===== config.mk =====
export PLATFORM = sky130hd
export DESIGN_NAME = nchance_clock_victim
export DESIGN_NICKNAME = d
export VERILOG_FILES = /design/src/rtl/nchance_pkg.sv /design/src/rtl/nchance_frame_dp.sv /design/src/rtl/nchance_scan_ctrl.sv /design/src/rtl/nchance_clock_victim.sv
export SDC_FILE = /design/constraint.sdc
export NUM_CORES = 1
export LEC_CHECK = 0
export ABC_AREA = 1
export BUFFER_PORTS_ARGS = -buffer_cell sky130_fd_sc_hd__buf_2
export CAP_MARGIN = 20
export CORE_MARGIN = 5
export CORE_UTILIZATION = 45
export CTS_CLUSTER_SIZE = 20
export DETAILED_ROUTE_END_ITERATION = 8
export MAX_ROUTING_LAYER = met4
export PLACE_DENSITY_LB_ADDON = 0.1
export SYNTH_ARGS = -nofsm -noshare
export SYNTH_HDL_FRONTEND = slang
export SYNTH_SLANG_ARGS = --single-unit

===== constraint.sdc =====
create_clock -name clk -period 5.51 [get_ports clk]
set_clock_uncertainty 0.15 [all_clocks]
set_input_delay 1.653 -clock clk [delete_from_list [all_inputs] [get_ports clk]]
set_output_delay 1.653 -clock clk [all_outputs]
set_load 0.05 [all_outputs]

===== src/rtl/nchance_pkg.sv =====
package nchance_pkg;
  // strobes from the scan control to the frame datapath
  typedef struct packed {
    logic start;  // latch threshold, scan begins next cycle
    logic step;   // examine frame after hand and move onto it
    logic pick;   // examined frame is the victim
  } scanCmd_t;
endpackage


===== src/rtl/nchance_frame_dp.sv =====
module nchance_frame_dp
  import nchance_pkg::*;
#(
  parameter int FRAMES = 16,
  parameter int CNT_W  = 3,
  localparam int IDX_W = $clog2(FRAMES)
) (
  input  logic             clk,
  input  logic             rst_n,
  input  scanCmd_t         cmd,
  input  logic             refValid,
  input  logic [IDX_W-1:0] refFrame,
  input  logic [CNT_W-1:0] thresholdN,
  output logic             nextUse,
  output logic             nextHit,
  output logic [IDX_W-1:0] hand
);
  logic             useArr [FRAMES];
  logic [CNT_W-1:0] cntArr [FRAMES];
  logic [CNT_W-1:0] thrQ;
  logic [IDX_W-1:0] nextIdx;

  assign nextIdx = (hand == IDX_W'(FRAMES - 1)) ? '0 : hand + 1'b1;
  assign nextUse = useArr[nextIdx];
  assign nextHit = ({1'b0, cntArr[nextIdx]} + 1'b1) >= {1'b0, thrQ};

  always_ff @(posedge clk) begin
    if (!rst_n) begin
      hand <= IDX_W'(FRAMES - 1);
      thrQ <= CNT_W'(1);
    end else begin
      if (cmd.start) thrQ <= (thresholdN == '0) ? CNT_W'(1) : thresholdN;
      if (cmd.step)  hand <= nextIdx;
    end
  end

  for (genvar i = 0; i < FRAMES; i++) begin : g_frame
    logic sel;
    logic hit;
    assign sel = cmd.step && (nextIdx == IDX_W'(i));
    assign hit = refValid && (refFrame == IDX_W'(i));
    always_ff @(posedge clk) begin
      if (!rst_n) begin
        useArr[i] <= 1'b0;
        cntArr[i] <= '0;
      end else begin
        if (sel) begin
          if (useArr[i] || cmd.pick) cntArr[i] <= '0;
          else                       cntArr[i] <= cntArr[i] + 1'b1;
        end
        if (hit)      useArr[i] <= 1'b1;  // reference beats clear
        else if (sel) useArr[i] <= 1'b0;
      end
    end
  end

  p_ref_sets_use_r2: assert property (@(posedge clk) disable iff (!rst_n)
    refValid |=> useArr[$past(refFrame)]);
  p_ref_wins_r9: assert property (@(posedge clk) disable iff (!rst_n)
    (refValid && cmd.step && refFrame == nextIdx) |=> useArr[$past(nextIdx)]);
  p_pass_clears_r4: assert property (@(posedge clk) disable iff (!rst_n)
    (cmd.step && nextUse && !(refValid && refFrame == nextIdx))
      |=> (!useArr[$past(nextIdx)] && cntArr[$past(nextIdx)] == '0));
  p_hand_step_r3: assert property (@(posedge clk) disable iff (!rst_n)
    cmd.step |=> hand == $past(nextIdx));
  p_hand_hold_r3: assert property (@(posedge clk) disable iff (!rst_n)
    !cmd.step |=> $stable(hand));
  p_victim_reset_r8: assert property (@(posedge clk) disable iff (!rst_n)
    cmd.pick |=> cntArr[$past(nextIdx)] == '0);
endmodule


===== src/rtl/nchance_scan_ctrl.sv =====
module nchance_scan_ctrl
  import nchance_pkg::*;
#(
  parameter int FRAMES = 16,
  parameter int CNT_W  = 3,
  localparam int BOUND = (2 ** CNT_W) * FRAMES,
  localparam int LEN_W = $clog2(BOUND + 2)
) (
  input  logic     clk,
  input  logic     rst_n,
  input  logic     faultReq,
  input  logic     nextUse,
  input  logic     nextHit,
  output scanCmd_t cmd,
  output logic     victimDone
);
  typedef enum logic {ST_IDLE, ST_SCAN} scanState_t;
  scanState_t state;
  logic [LEN_W-1:0] scanLen;

  always_comb begin
    cmd.start = (state == ST_IDLE) && faultReq;
    cmd.step  = (state == ST_SCAN);
    cmd.pick  = cmd.step && !nextUse && nextHit;
  end

  always_ff @(posedge clk) begin
    if (!rst_n) begin
      state      <= ST_IDLE;
      victimDone <= 1'b0;
      scanLen    <= '0;
    end else begin
      victimDone <= cmd.pick;
      if (cmd.start) begin
        state   <= ST_SCAN;
        scanLen <= '0;
      end else if (cmd.step) begin
        scanLen <= scanLen + 1'b1;
        if (cmd.pick) state <= ST_IDLE;
      end
    end
  end

  p_done_pulse_r7: assert property (@(posedge clk) disable iff (!rst_n)
    victimDone |=> !victimDone);
  p_scan_bound_r11: assert property (@(posedge clk) disable iff (!rst_n)
    scanLen <= LEN_W'(BOUND));
  p_fault_ignored_r10: assert property (@(posedge clk) disable iff (!rst_n)
    (state == ST_SCAN && !cmd.pick) |=> (state == ST_SCAN && !victimDone));
endmodule


===== src/rtl/nchance_clock_victim.sv =====
module nchance_clock_victim
  import nchance_pkg::*;
#(
  parameter int FRAMES = 16,
  parameter int CNT_W  = 3,
  localparam int IDX_W = $clog2(FRAMES)
) (
  input  logic             clk,
  input  logic             rst_n,
  input  logic             refValid,
  input  logic [IDX_W-1:0] refFrame,
  input  logic             faultReq,
  input  logic [CNT_W-1:0] thresholdN,
  output logic [IDX_W-1:0] victimFrame,
  output logic             victimDone
);
  scanCmd_t cmd;
  logic     nextUse;
  logic     nextHit;

  nchance_scan_ctrl #(.FRAMES(FRAMES), .CNT_W(CNT_W)) u_ctrl (
    .clk(clk), .rst_n(rst_n), .faultReq(faultReq),
    .nextUse(nextUse), .nextHit(nextHit),
    .cmd(cmd), .victimDone(victimDone)
  );

  nchance_frame_dp #(.FRAMES(FRAMES), .CNT_W(CNT_W)) u_dp (
    .clk(clk), .rst_n(rst_n), .cmd(cmd),
    .refValid(refValid), .refFrame(refFrame), .thresholdN(thresholdN),
    .nextUse(nextUse), .nextHit(nextHit), .hand(victimFrame)
  );
endmodule


; Word-level counts from Yosys, hierarchy flattened
; Memories as Yosys holds them, arrays and structs flattened.
; Cells that the tools add are included.
[totals]
register_bits = 9
ram_bits = 64
in_bits = 11
out_inout_bits = 5
word_cells = 486
memories = 2
[classes]
addsub = 18
magnitude_cmp = 1
eq_ne = 31
muxes = 310
bitwise_logic = 65
n_reduce_logical = 55
[mem_list]
columns = memory, words, width, rd, rd_ports_with_merged_regs, wr, line_no
row1 = u_dp.cntArr, 16, 3, 17, 0, 16, nchance_frame_dp.sv:19  ; logic [CNT_W-1:0] cntArr [FRAMES];
row2 = u_dp.useArr, 16, 1, 17, 0, 16, nchance_frame_dp.sv:18  ; logic useArr [FRAMES];
[op_table]
columns = op, count
row1 = $mux W1, 276
row2 = $mux W3, 33
row3 = $eq A4 B4 Y1 const B, 17
row4 = $or A1 B1 Y1, 64
row5 = $add A3 B1 Y3 const B, 16
row6 = $logic_and A1 B1 Y1, 35
row7 = $eq A4 B3 Y1 const B, 8
row8 = $eq A4 B2 Y1 const B, 4
row9 = $logic_or A1 B1 Y1, 16
row10 = $eq A4 B1 Y1 const B, 2
row11 = $logic_not A4 Y1, 2
row12 = $add A3 B1 Y4 const B, 1
row13 = $add A4 B1 Y4 const B, 1
row14 = $ge A4 B3 Y1, 1
row15 = $mux W4, 1
row16 = $logic_not A3 Y1, 1
row17 = $logic_not A1 Y1, 1
row18 = $not A1 Y1, 1

; Depth between registers and ports, before layout
; Gate-level depths: netlist (run 1).
; An unclocked memory read counts as a cell.
[logic_depth]
word_depth = 13
depth_mapped = 21

; Cells and area by module
; Synthesis (run 1) repeated with hierarchy kept, for this count alone.
[hier_totals]
hier_cells = 553
area_unflattened_um2 = 4471.8
[by_module_without_submodules]
columns = mod, n_inst, cells_each, area_per_inst_um2, seq_area_each_um2
row1 = nchance_frame_dp, 1, 542, 4389.2, 2052.0
row2 = nchance_scan_ctrl, 1, 11, 82.6, 40.0

; Worst setup path after synthesis (run 1)
; Ideal clock, no wire load.
[synth_timing]
path_kind = reg-to-reg
startpoint = register u_dp.hand[0]
endpoint = memory u_dp.cntArr[14][0], data pin
setup_time_ns = 0.139
arrival_time_ns = 3.432
required_ns = 5.221
slack_ns = 1.789
stages_incl_launch_ff = 22
n_path_buf = 4
path_cell_list = dfxtp_1 > inv_2 > buf_2 > ha_1 > buf_2 > inv_1 > buf_2 > nand3_1 > nand2_1 > nand2_1 > nand2_1 > nor2_2 > ha_1 > ha_1 > o21ai_0 > nand2_1 > a21oi_1 > nand2_1 > nand2_4 > buf_8 > nand2_2 > nor2_1
[synth_lines]
columns = item, line_no
row1 = "start, declared", nchance_frame_dp.sv:16  ; output logic [IDX_W-1:0] hand
row2 = "start signal, assigned", nchance_frame_dp.sv:29  ; hand <= IDX_W'(FRAMES - 1);
row3 = "start signal, assigned", nchance_frame_dp.sv:33  ; if (cmd.step) hand <= nextIdx;
row4 = "end, declared", nchance_frame_dp.sv:19

==> results of run 1 <==
==> layout by cell type (no fill, tap or decap), types with 2 or more instances in the layout <==
cell type	Yosys	final
clkinv_1	2	3
nand3_1	62	62
dfxtp_1	10	10
clkinv_2	0	4
buf_2	5	15
nor2_2	2	2
o21ai_0	7	7
nor2_4	4	4
edfxtp_1	63	63
nand3b_1	8	8
inv_1	58	58
o21ai_1	8	8
xnor2_1	16	16
ha_1	25	25
inv_2	8	8
nand2_1	124	124
o22ai_1	4	4
clkbuf_8	0	9
buf_4	1	2
nor3_1	16	16
nand2_2	10	10
nor2_1	83	83
nand2_4	2	2
a21oi_1	8	8
==> critical path: stages (launching register included) <==
cell,delay (ns)
dfxtp_1,0.50
inv_2,0.30
ha_1,0.40
inv_1,0.45
nand3_1,0.15
nand2_1,0.13
nand2_1,0.07
nand2_1,0.09
inv_2,0.04
nand2_2,0.07
ha_1,0.24
ha_1,0.29
o21ai_0,0.07
nand2_1,0.07
a21oi_1,0.13
nand2_1,0.10
nand2_4,0.23
nand3_1,0.18
nor2_1,0.16
==> path summary, 6_finish.rpt <==
kind,from,end,slack [ns],cells after the start
worst min register to register,u_dp.thrQ[1],u_dp.thrQ[1],0.34,2
worst max register to register,u_dp.hand[0],u_dp.cntArr[9][2],1.53,18
worst max-delay path,u_dp.hand[0],u_dp.cntArr[9][2],1.53,18
worst min-delay path,u_dp.thrQ[1],u_dp.thrQ[1],0.34,2
==> through the flow <==
stage / hold WS (ns) / power, uW
global placement: 0.337 / 1910
CTS: 0.348 / 2330
finish: 0.336 / 2310
global route: 0.369 / 2520
floorplan: 0.283 / 1680
detailed placement: 0.337 / 1920
==> where the power goes <==
group,switching (uW),total (uW),internal [uW]
clock,206,410,204
combinational,826,1180,351
sequential,57.9,726,668
total,1090,2310,1220
==> state kept, by name, summed over array words and instances, names as in the netlist <==
| name | cells |
|---|---|
| u_dp.cntArr | 48 |
| u_dp.useArr | 16 |
| u_dp.hand | 4 |
| u_dp.thrQ | 3 |
| u_ctrl.state | 1 |
| u_ctrl.victimDone | 1 |
==> cell type report <==
cell class	instances	area, um2	area share, %
Tap cell	133	166	3.46
Sequential cell	73	2090	43.5
Multi-Input combinational cell	385	2020	42.0
Inverter	68	255	5.31
Clock buffer	9	124	2.57
Timing Repair Buffer	17	90.1	1.87
Clock inverter	7	61.3	1.27
==> cells by family (layout without fill, tap and decap cells) <==
group	count (synthesis)	after routing	synth area share, %
and+or+nand+nor	314	314	31.4
adders and majority gates	25	25	6.99
xor gates and xnor gates	17	17	3.33
buffers and inverters	87	101	8.11
DFF	73	73	46.7
AOI/OAI and AO/OA	29	29	3.49
==> routing by layer <==
metal  vias up  GRT usage, %  part of all wire [%]
li1       1791             -                     -
met4         0          6.95                   1.1
met2        94          29.2                    46
met3         9          3.29                   5.4
met5         -             -                     0
met1      1589          24.3                    48
==> flow_metrics.py, run 1 <==
metrics = {
    "drt": {
        "wl_um": 9990,
        "drtAntennaViolNets": 0,
        "num_vias": 3483,
        "vias_per_cell": 5.03,
        "routedWlPerCell_um": 14.4,
        "drt_iter0_drc": 268,
        "drc": 0,
        "drtPass1Iterations": 5,
    },
    "setup_path": {
        "path_max_fanout": 27,
        "cp.required_ns": 5.57,
        "worstSetupEndpointType": "flop",
        "cp_data_arrival_time_ns": 4.04,
        "startpoint_type": "flop",
        "crit_type": "flop to flop",
    },
    "flow_run": {
        "maxCapViolCount": 0,
    },
    "cells_and_area": {
        "design_area_um2": 4810,
        "fill_cells": 999,
        "diodes": 0,
        "layout.nets": 590,
        "fin_util_pct": 49.4,
        "layout-drive-gt1-share_pct": 10.7,
        "syn_to_final_growth_pct": 7.46,
        "final_cell_count_no_fill": 692,
    },
    "yosys": {
        "ys_async_sr_fraction_pct": 0,
        "synth.distinct_cells": 32,
        "synthesis.area_um2": 4480,
        "synth_common_cells": "nand2_1, nor2_1, edfxtp_1",
        "yosysTopAreaCell": "edfxtp_1",
        "synth_seq_cells": 73,
        "synth.most_common_cell": "nand2_1",
        "synth-edff-count": 63,
        "ys_warn_count": 0,
        "postSynthAreaPerCell_um2": 8.21,
        "yosys-top-cells-area": "edfxtp_1, nand2_1, ha_1",
        "syn_inst": 545,
        "yosysTopAreaCellShare_pct": 42.3,
        "synthFlopType": "edfxtp_1",
        "yosysSeqAreaShare_pct": 46.7,
        "syn_nets": 581,
    },
    "cts": {
        "clkTransAtPathRegs_ns": 0.08,
        "postCtsHoldBufs": 0,
        "cts_max_level": 3,
        "post_cts_buffers": 0,
        "cts-root-buf": "clkbuf_8",
        "clockBufferDepth": 2,
        "clock_sinks": 73,
        "cts_buffers": 9,
        "cts_tree": "built",
        "clk_latency_ns": 0.36,
        "cts_resized": 0,
    },
    "sta": {
        "rsz0062_at_grt": "false",
        "setup_viol": 0,
        "hold_viol": 0,
        "slew_headroom_pct": 53.3,
        "setup_ws_ns": 1.53,
        "worstMarginPinSlew_ns": 0.700,
        "drv_slew": 0,
        "fin_setup_tns_ns": 0,
        "finalCritPeriodShare_pct": 72.2,
        "fmaxAchievable_mhz": 251,
        "fin_crit_ns": 3.98,
    },
    "run_status": {
        "outcome": "complete, no violations",
    },
    "floorplan": {
        "io_pins": 16,
        "dieArea_um2": 12000,
        "die_w_um": 110,
        "start_util_pct": 46.0,
        "rows": 36,
        "core_um2": 9730,
        "die-height_um": 110,
    },
    "place": {
        "gp_congestion": 0.849,
        "port_buffers": 15,
        "place_ws_ns": 1.51,
        "dp_cells": 676,
        "hpwl_um": 7200,
        "placed_area_um2": 4630,
    },
    "global_route": {
        "antenna_found_initial": 0,
        "grt_pass1_vias": 3338,
        "grt_overflow": 0,
        "grt_use_total_pct": 18.7,
        "grt_pass1_wl_um": 16600,
        "grt_max_degree": 39,
    },
    "power": {
        "irDropWorstVdd_uv": 486,
        "pwr_density_cell_nw_per_um2": 481,
        "p_leak_uw": 0.00218,
    },
    "hold_path": {
        "hp-class": "flop to flop",
    },
}
No activity file was read; power rests on OpenSTA's default activity.
==> inputs of run 2 (changes only) <==
==> constraint.sdc (replaced) <==
create_clock -name clk -period 3.31 [get_ports clk]
set_clock_uncertainty 0.15 [all_clocks]
set_input_delay 0.993 -clock clk [delete_from_list [all_inputs] [get_ports clk]]
set_output_delay 0.993 -clock clk [all_outputs]
set_load 0.05 [all_outputs]
==> run 2 against run 1 <==
  * Critical endpoint is now u_dp.cntArr[5][0]
  * Critical path depth increased by 2
  * Power increased by 110%
  * Highest routed layer unchanged
  * Clock power up 48%
==> flow_metrics.py, run 2 (synthesized netlist as in run 1, its figures left out) <==
metrics = {
    "global_route": {
        "grt_pass1_vias": 3428,
        "grt_pass1_wl_um": 16800,
        "grt_overflow": 0,
        "grt_use_total_pct": 19.2,
        "grt_max_degree": 38,
        "antenna_found_initial": 0,
    },
    "cts": {
        "cts-root-buf": "clkbuf_8",
        "clk_latency_ns": 0.37,
        "cts_buffers": 9,
        "cts_tree": "built",
        "clkTransAtPathRegs_ns": 0.08,
        "cts_max_level": 3,
        "clockBufferDepth": 2,
        "clock_sinks": 73,
    },
    "sta": {
        "setup_viol": 0,
        "hold_viol": 0,
        "finalCritPeriodShare_pct": 95.2,
        "drv_slew": 0,
        "fmaxAchievable_mhz": 317,
        "worstMarginPinSlew_ns": 0.689,
        "slew_headroom_pct": 53.9,
        "fin_crit_ns": 3.15,
    },
    "setup_path": {
        "cp_data_arrival_time_ns": 3.24,
        "startpoint_type": "flop",
        "worstReg2RegStart": "u_dp.hand[0]",
        "worstReg2RegEnd": "u_dp.cntArr[5][0]",
        "cp.required_ns": 3.39,
        "path_max_fanout": 7,
        "worstSetupEndpointType": "flop",
        "r2r_cells": 20,
        "crit_type": "flop to flop",
        "rrSetupSlack_ns": 0.16,
    },
    "cells_and_area": {
        "final_common_cell": "nand2_1",
        "top_register": "u_dp.cntArr",
        "syn_to_final_growth_pct": 16.5,
        "final_cell_mix": "nand2_1, nor2_1, edfxtp_1",
        "layout.nets": 620,
        "diodes": 0,
        "fin_util_pct": 53.6,
        "layout-drive-gt1-share_pct": 18.0,
        "design_area_um2": 5220,
        "largestRegisters": "u_dp.cntArr: 48 flops, u_dp.useArr: 16 flops, u_dp.hand: 4 flops",
        "largest_reg_flops": 48,
    },
    "drt": {
        "drc": 0,
        "drt_iter0_drc": 213,
        "num_vias": 3662,
        "routedWlPerCell_um": 15.4,
        "drtPass1Iterations": 5,
        "vias_per_cell": 5.07,
        "wl_um": 11100,
        "drtAntennaViolNets": 0,
    },
    "flow_run": {
        "maxCapViolCount": 0,
    },
    "place": {
        "hpwl_um": 7760,
        "gp_congestion": 0.857,
        "placed_area_um2": 4730,
        "port_buffers": 15,
    },
    "floorplan": {
        "start_util_pct": 46.0,
        "io_pins": 16,
        "core_um2": 9730,
        "die_w_um": 110,
        "die-height_um": 110,
        "dieArea_um2": 12000,
        "rows": 36,
    },
    "hold_path": {
        "min_from": "u_dp.thrQ[2]",
        "hold_depth": 2,
        "hp-class": "flop to flop",
        "holdPathEnd": "u_dp.thrQ[2]",
    },
    "power": {
        "total_power_uw": 4800,
        "internal_power_uw": 2530,
        "p_leak_uw": 0.00233,
        "pwr-share-seq_pct": 25.5,
        "p_clk_share_pct": 12.6,
        "combPwrFrac_pct": 61.9,
        "irDropWorstVdd_uv": 638,
        "pwr_density_cell_nw_per_um2": 921,
        "p_sw_uw": 2280,
        "swShare_pct": 47.4,
    },
    "run_status": {
        "outcome": "complete, no violations",
    },
}
==> run 2: critical path: stages (launching register included) <==
cell and delay [ns]:
dfxtp_4 0.42, ha_4 0.17, nand3_4 0.22, clkbuf_16 0.25, nand3_1 0.06, nand3_1 0.08
nand2_1 0.10, nand2_1 0.05, nand2_1 0.08, inv_2 0.04, nand2_4 0.07, ha_4 0.19
ha_1 0.26, o21ai_1 0.08, nand2_1 0.08, a21oi_2 0.18, nand2_4 0.11, nand2_4 0.12
buf_4 0.12, nand2_2 0.06, nor2_1 0.11
==> run 2: power groups by stage <==
stage          Sequential, uW  Combinational, uW  Clock [uW]
4_1_cts                  1220               2250         616
5_1_grt                  1240               3240         662
3_5_place_dp             1240               2090           0
2_1_floorplan            1270               1530           0
6_report                 1220               2980         606
3_3_place_gp             1230               2060           0
==> run 2: layout make-up <==
class | count | area, um2
Clock buffer | 11 | 131
Timing Repair Buffer | 42 | 333
Tap cell | 133 | 166
Clock inverter | 5 | 22.5
Sequential cell | 73 | 2100
Fill cell | 962 | 4510
Multi-Input combinational cell | 390 | 2200
Inverter | 68 | 264
==> run 2: through the flow <==
| step | instances | TNS, ns | hold WS [ns] | worst slack, ns |
|---|---|---|---|---|
| floorplan | 545 | 0 | 0.283 | 0.00586 |
| global placement | 687 | 0 | 0.332 | 0.0834 |
| detailed placement | 687 | -0.0422 | 0.328 | -0.0289 |
| CTS | 710 | 0 | 0.339 | 0.00580 |
| global route | 722 | -0.155 | 0.377 | -0.0418 |
| finish | 722 | 0 | 0.328 | 0.158 |
==> run 2: routing by layer <==
layer	global-route usage (%)	part of all wire, %
met1	25.9	48
met2	28.9	45
met4	7.03	2.3
met3	3.64	4.1
met5	-	0
==> run 2: worst max path at each step <==
| stage | from | to | slack, ns |
|---|---|---|---|
| after global placement | u_dp.hand[0] | u_dp.cntArr[8][0] | 0.08 |
| after CTS | u_dp.hand[0] | u_dp.cntArr[9][1] | 0.006 |
| after floorplan | u_dp.hand[0] | u_dp.cntArr[14][0] | 0.006 |
| after global routing | u_dp.hand[0] | u_dp.cntArr[5][0] | -0.04 |
| after detailed placement | u_dp.hand[0] | u_dp.cntArr[9][1] | -0.03 |
| final | u_dp.hand[0] | u_dp.cntArr[5][0] | 0.16 |
==> run 2: repair_timing <==
action,4_1_cts,5_1_grt
pin swaps,1,27
setup endpoints to repair,9,50
resized for setup,3,29
hold buffers,0,0
buffers inserted,7,5
gates cloned,0,7
